===== config.mk =====
export PLATFORM = sky130hd
export DESIGN_NAME = pwrup_seq
export DESIGN_NICKNAME = d
export VERILOG_FILES = /design/src/rtl/pus_pkg.sv /design/src/rtl/pus_edge_sync.sv /design/src/rtl/pus_stage_ctl.sv /design/src/rtl/pwrup_seq.sv
export SDC_FILE = /design/constraint.sdc
export NUM_CORES = 1
export LEC_CHECK = 0
export ABC_AREA = 0
export BUFFER_PORTS_ARGS = -buffer_cell sky130_fd_sc_hd__buf_2
export CAP_MARGIN = 30
export CORE_AREA = 3 3 66 68
export DETAILED_ROUTE_END_ITERATION = 6
export DIE_AREA = 0 0 69 71
export PLACE_DENSITY = 0.38
export SLEW_MARGIN = 15
export SYNTH_ARGS = -nofsm -noshare
export SYNTH_HDL_FRONTEND = slang
export SYNTH_SLANG_ARGS = --single-unit

===== constraint.sdc =====
create_clock -name clk_ref -period 4.6 [get_ports clk_ref]
set_input_delay 0.92 -clock clk_ref [delete_from_list [all_inputs] [get_ports clk_ref]]
set_output_delay 0.92 -clock clk_ref [all_outputs]
set_load 0.01 [all_outputs]

===== src/rtl/pus_pkg.sv =====
package pus_pkg;

  typedef enum logic [1:0] {
    ST_PWRT = 2'd0,
    ST_OST  = 2'd1,
    ST_PLL  = 2'd2,
    ST_DONE = 2'd3
  } stage_t;

  localparam logic [2:0] MODE_PLL = 3'd3;

  // Crystal modes occupy codes 0..3; the PLL mode is one of them.
  function automatic logic mode_is_crystal(input logic [2:0] mode);
    return mode[2] == 1'b0;
  endfunction

  function automatic logic mode_is_pll(input logic [2:0] mode);
    return mode == MODE_PLL;
  endfunction

  // Next required stage after the current one, skipping unused stages.
  function automatic stage_t stage_after(input stage_t cur, input logic [2:0] mode);
    stage_t nx;
    case (cur)
      ST_PWRT: nx = mode_is_crystal(mode) ? ST_OST : ST_DONE;
      ST_OST:  nx = mode_is_pll(mode) ? ST_PLL : ST_DONE;
      default: nx = ST_DONE;
    endcase
    return nx;
  endfunction

  function automatic int unsigned cnt_width(input int unsigned a, input int unsigned b,
                                            input int unsigned c);
    int unsigned m;
    m = (a > b) ? a : b;
    m = (m > c) ? m : c;
    return (m < 2) ? 1 : $clog2(m);
  endfunction

endpackage


===== src/rtl/pus_edge_sync.sv =====
module pus_edge_sync #(
  parameter int unsigned SYNC_STAGES = 2
) (
  input  logic clk,
  input  logic rst,
  input  logic d_async,
  output logic rise
);
  localparam int unsigned W = SYNC_STAGES + 1;
  logic [W-1:0] sh;

  always_ff @(posedge clk or posedge rst) begin
    if (rst) sh <= '0;
    else     sh <= {sh[W-2:0], d_async};
  end

  assign rise = sh[W-2] & ~sh[W-1];
endmodule


===== src/rtl/pus_stage_ctl.sv =====
module pus_stage_ctl
  import pus_pkg::*;
#(
  parameter int unsigned PWRT_CYC  = 2048,
  parameter int unsigned OST_EDGES = 1024,
  parameter int unsigned PLL_CYC   = 2000
) (
  input  logic       clk,
  input  logic       rst,
  input  logic       pwrt_en,
  input  logic [2:0] osc_mode,
  input  logic       osc_rise,
  output stage_t     stage_q,
  output logic       advance
);
  localparam int unsigned CW = cnt_width(PWRT_CYC, OST_EDGES, PLL_CYC);
  localparam logic [CW-1:0] PWRT_LAST = CW'(PWRT_CYC - 1);
  localparam logic [CW-1:0] OST_LAST  = CW'(OST_EDGES - 1);
  localparam logic [CW-1:0] PLL_LAST  = CW'(PLL_CYC - 1);

  logic [CW-1:0] cnt_q;
  logic          tick;

  always_comb begin
    advance = 1'b0;
    tick    = 1'b0;
    case (stage_q)
      ST_PWRT: begin
        tick    = 1'b1;
        advance = !pwrt_en || (cnt_q == PWRT_LAST);
      end
      ST_OST: begin
        tick    = osc_rise;
        advance = osc_rise && (cnt_q == OST_LAST);
      end
      ST_PLL: begin
        tick    = 1'b1;
        advance = (cnt_q == PLL_LAST);
      end
      default: ;
    endcase
  end

  always_ff @(posedge clk or posedge rst) begin
    if (rst) begin
      stage_q <= ST_PWRT;
      cnt_q   <= '0;
    end else if (advance) begin
      stage_q <= stage_after(stage_q, osc_mode);
      cnt_q   <= '0;
    end else if (tick) begin
      cnt_q   <= cnt_q + 1'b1;
    end
  end
endmodule


===== src/rtl/pwrup_seq.sv =====
module pwrup_seq #(
  parameter int unsigned PWRT_CYC  = 2048,
  parameter int unsigned OST_EDGES = 1024,
  parameter int unsigned PLL_CYC   = 2000
) (
  input  logic       clk_ref,
  input  logic       por,
  input  logic       pwrt_en,
  input  logic [2:0] osc_mode,
  input  logic       osc_in,
  output logic       rst_hold,
  output logic [1:0] stage
);
  import pus_pkg::*;

  logic   osc_edge;
  logic   stage_adv;
  stage_t stage_q;

  pus_edge_sync #(.SYNC_STAGES(2)) u_sync (
    .clk     (clk_ref),
    .rst     (por),
    .d_async (osc_in),
    .rise    (osc_edge)
  );

  pus_stage_ctl #(
    .PWRT_CYC  (PWRT_CYC),
    .OST_EDGES (OST_EDGES),
    .PLL_CYC   (PLL_CYC)
  ) u_ctl (
    .clk      (clk_ref),
    .rst      (por),
    .pwrt_en  (pwrt_en),
    .osc_mode (osc_mode),
    .osc_rise (osc_edge),
    .stage_q  (stage_q),
    .advance  (stage_adv)
  );

  assign stage    = stage_q;
  assign rst_hold = (stage_q != ST_DONE);
endmodule


Word level (Yosys, flattened, before mapping)
Index checks and enable logic that the tools add are counted.

storage, ports and cells
  flip-flop bits (word level) = 16
  input port bits = 7
  output and inout bits = 3

cells by class
  $add $sub $neg = 1
  equal/unequal tests = 7
  multiplexer cells = 7
  bitwise logic cells = 2
  reductions and logical operators = 6

operator list
  cell                                                               number
  11-bit == test, second input constant                              2
  11-bit two-way mux                                                 2
  11-bit by 1-bit adder with 11-bit output, second input constant    1
  11-bit by 10-bit == test with 1-bit output, second input constant  1
  2-bit one-hot mux with 2 select lines                              1
  3-bit by 2-bit == test with 1-bit output, second input constant    1
  1-bit one-hot mux with 3 select lines                              1
  2-bit by 1-bit == test with 1-bit output, second input constant    1
  2-bit == test, second input constant                               1
  2-bit logical NOT                                                  1
  2-bit two-way mux                                                  1
  2-bit inequality test, second input constant                       1
  1-bit one-hot mux with 2 select lines                              1
  2-bit nonzero test                                                 1
  2-bit OR reduction                                                 1
  1-bit AND                                                          1
  1-bit logical AND                                                  1
  1-bit logical NOT                                                  1
  1-bit logical OR                                                   1
  1-bit two-way mux                                                  1
  1-bit inverter                                                     1

Logic depth before layout (Yosys ltp)
  depth after elaboration = 5
  gate-level depth with buffers = 6
  depth with buffers taken out = 5

By module
A second synthesis with hierarchy kept.

second synthesis, totals
  cells, all modules = 86
  area, all modules = 890.9 sq um

modules (own cells, without submodules)
  module         instances  cells each  area each (sq um)
  pus_stage_ctl  1          80          794.5
  pus_edge_sync  1          5           92.6
  pwrup_seq      1          1           3.8

Worst setup path after synthesis
OpenSTA, ideal clock, no wires.

  path kind = reg-to-output
  start point = reg u_ctl.stage_q[0]
  end point = out rst_hold
  data arrival time = 1.053 ns
  data required time = 3.680 ns
  path slack = 2.627 ns
  cell stages (with the launch flop) = 4
  buffers on the path = 2
  cell sequence = dfrtp_1 -> buf_2 -> clkbuf_1 -> nand2_1

on the way
  word-level cells in the longest chain between the ends = 1

ends and longest elaborated chain
  element                   RTL line             source
  start: declaration        pus_stage_ctl.sv:13  output stage_t stage_q,
  start signal: assignment  pus_stage_ctl.sv:49  stage_q <= stage_after(stage_q, osc_mode);
  2-bit inequality test     pwrup_seq.sv:42      assign rst_hold = (stage_q != ST_DONE);
  end: declaration          pwrup_seq.sv:11      output logic rst_hold,

Every way passes these cells.

Worst setup path after layout
  start point = reg u_ctl.stage_q[0]
  end point = out stage[0]

RTL lines
  element           RTL line         source
  end: declaration  pwrup_seq.sv:12  output logic [1:0] stage

No word-level cell between the ends.

==> qor.csv <==
metric,value,unit
avgRoutedWirePerCell,13.3,um
grt_antenna_before_repair,0,
power.share.sequential,0.420,
avgViaCountPerCell,4.60,
fin_cells,144,
max_freq,438,MHz
cts_resized,0,
die_x,69,um
grt_max_degree,20,
io_pins,10,
maxSlewHeadroom,0.477,
leakage,0.391,nW
fin_skew,4.78,ps
cts_setup_buffers,0,
place_inst,139,
fill_cells,441,
post_synth_num_cell_types,29,
yosysWarnings,0,
hold_path_depth,0,
pwr-share-clk,0.221,
grt-ovfl-total,0,
r2r_slack,2640,ps
outcome,"finished, final reports clean",
core_area,3910,um2
cp-end-kind,output port,
setup_viol_count_final,0,
hp-class,reg2reg,
track_usage,0.0838,
crit_type,reg2out,
hold_violations,0,
clock_latency,250,ps
cts_max_path_buffers,2,
synth_area,950,um2
hpwl,1.34,mm
reg2reg_to,u_ctl.stage_q[0],
gp_congestion,0.668,
critPathSlowestCell,dfrtp_1,
drcViolationCount,0,
htreeDepth,1,
synthCells,86,
synth_seq_cells,16,
synth_nets,94,
cts-buffers-inserted,3,
start_util,0.243,
fin_nets,103,
hold_end,u_sync.sh[1],
grt_pass1_wl,3.24,mm
drive_above_1_share,0.266,
clock_tree.root_cell,clkbuf_8,
synth_area_per_cell,11.0,um2
worst_pin_slew,784,ps
cts_hold_buf,0,
drv_slew,0,
cp.required,3680,ps
cap_viol_max_count,0,
first_pass_iters,4,
power.switching,0.000218,W
cts_tree,built,
setup_tns,0,ps
die-area,4900,um2
critPathTopFamily,flip-flops,
io_buffer_count,9,
slowest_delay,850,ps
max-vdd-ir-drop,0.139,mV
period_share,0.496,
power.density,520,nW/um2
p_comb_frac,0.360,
seq_area_frac_synth,0.422,
antenna_cells,0,
vias,662,
cp.depth,1,
worst-path-buf-inv,1,
clock-sinks,16,
rsz0062_at_grt,no,
ant_nets,0,
reg2reg_depth,5,
cp_cell_sequence,buf_2,
synthToLayoutAreaGrowth,13.8,%
die_h,71,um
fin_crit,2280,ps
swShare,0.387,
rows,23,
start_kind,flip-flop,
cp_max_fo,19,
r2r_start,u_ctl.stage_q[1],
drtIter0Drc,33,
worstPathArrival,1360,ps
worstHoldStart,u_sync.sh[0],
internal_power,0.000344,W
grt_pass1_vias,652,
wl,1.91,mm
clkSlewWorstSetupHoldPaths,70,ps
cell type report:
| type | count | area [um2] | share of cell area |
|---|---|---|---|
| sequential | 16 | 400 | 0.370 |
| tap | 50 | 62.6 | 0.0579 |
| inverter | 3 | 11.3 | 0.0104 |
| timing repair buffer | 11 | 60.1 | 0.0556 |
| multi-input combinational | 60 | 492 | 0.455 |
| clock buffer | 4 | 55.1 | 0.0509 |
power groups by stage:
stage / clock (W) / combinational, W / sequential, W
global placement: 0 / 0.000194 / 0.000238
global route: 0.000138 / 0.000220 / 0.000243
floorplan: 0 / 0.000192 / 0.000206
CTS: 0.000130 / 0.000196 / 0.000236
finish: 0.000124 / 0.000202 / 0.000236
detailed placement: 0 / 0.000196 / 0.000238
flip-flops by register name, summed over array words and instances, names as in the netlist:
name / count
u_ctl.cnt_q: 11
u_sync.sh: 3
u_ctl.stage_q: 2
layer usage:
metal / vias to the layer above / GRT usage / part of all wire
met5: - / 0 / 0
met3: 4 / 0.0270 / 0.039
met2: 10 / 0.124 / 0.45
met1: 318 / 0.108 / 0.50
met4: 0 / 0.0456 / 0.018
li1: 330 / - / -
synth_stat cells:
master | count | share of area
a2111oi_4 | 4 | 0.12
a211oi_1 | 2 | 0.016
a21boi_0 | 1 | 0.0079
a21o_2 | 1 | 0.0092
a21oi_1 | 12 | 0.063
a21oi_2 | 1 | 0.0092
a311oi_2 | 1 | 0.016
a31oi_1 | 1 | 0.0066
buf_2 | 4 | 0.021
buf_6 | 2 | 0.024
clkbuf_1 | 1 | 0.0039
dfrtp_1 | 16 | 0.42
ha_1 | 1 | 0.013
inv_1 | 3 | 0.012
mux2i_1 | 1 | 0.011
nand2_1 | 5 | 0.020
nand3_1 | 6 | 0.032
nand4_1 | 1 | 0.0066
nor2_1 | 1 | 0.0039
nor3_1 | 2 | 0.011
o211a_1 | 1 | 0.011
o21a_1 | 3 | 0.024
o21bai_1 | 1 | 0.0079
o22ai_1 | 1 | 0.0066
o32ai_1 | 1 | 0.0092
or2_2 | 1 | 0.0066
or3b_2 | 1 | 0.0092
or3b_4 | 1 | 0.012
xnor2_1 | 10 | 0.092
cells by family after synthesis:
logic type               after synthesis  share of synthesized area
AO/OA/AOI/OAI                         30                      0.302
adder cells (fa/ha/maj)                1                     0.0132
multiplexers                           1                     0.0105
XOR/XNOR                              10                     0.0922
buffers and inverters                 10                     0.0606
flip-flops                            16                      0.422
AND/OR/NAND/NOR                       18                      0.100
how the worst max path moves through the flow:
stage,endpoint,slack [ps],startpoint
2_1_floorplan,rst_hold,2630,u_ctl.stage_q[0]
3_3_place_gp,u_ctl.stage_q[0],2320,pwrt_en
3_5_place_dp,u_ctl.stage_q[0],2300,pwrt_en
4_1_cts,u_ctl.stage_q[0],2290,u_ctl.stage_q[1]
5_1_grt,rst_hold,2180,u_ctl.stage_q[0]
6_report,stage[0],2320,u_ctl.stage_q[0]
through the flow:
stage	power [W]	hold slack, ps	setup slack, ps	util	area, um2
after global placement	0.000432	335	2320	0.260	1020
after global routing	0.000601	372	2180	0.276	1080
final	0.000562	361	2320	0.276	1080
after floorplan	0.000398	331	2630	-	950
after detailed placement	0.000434	358	2300	0.260	1020
after CTS	0.000562	373	2290	0.274	1070
cell usage in the layout (no fill, tap or decap), types with 3 or more instances in the layout:
cell | netlist | layout
a2111oi_4 | 4 | 4
a21oi_1 | 12 | 12
buf_2 | 4 | 9
clkbuf_8 | 0 | 4
dfrtp_1 | 16 | 16
inv_1 | 3 | 3
nand2_1 | 5 | 5
nand3_1 | 6 | 6
o21a_1 | 3 | 3
xnor2_1 | 10 | 10
Note: power is estimated with default switching activity, not from simulation.
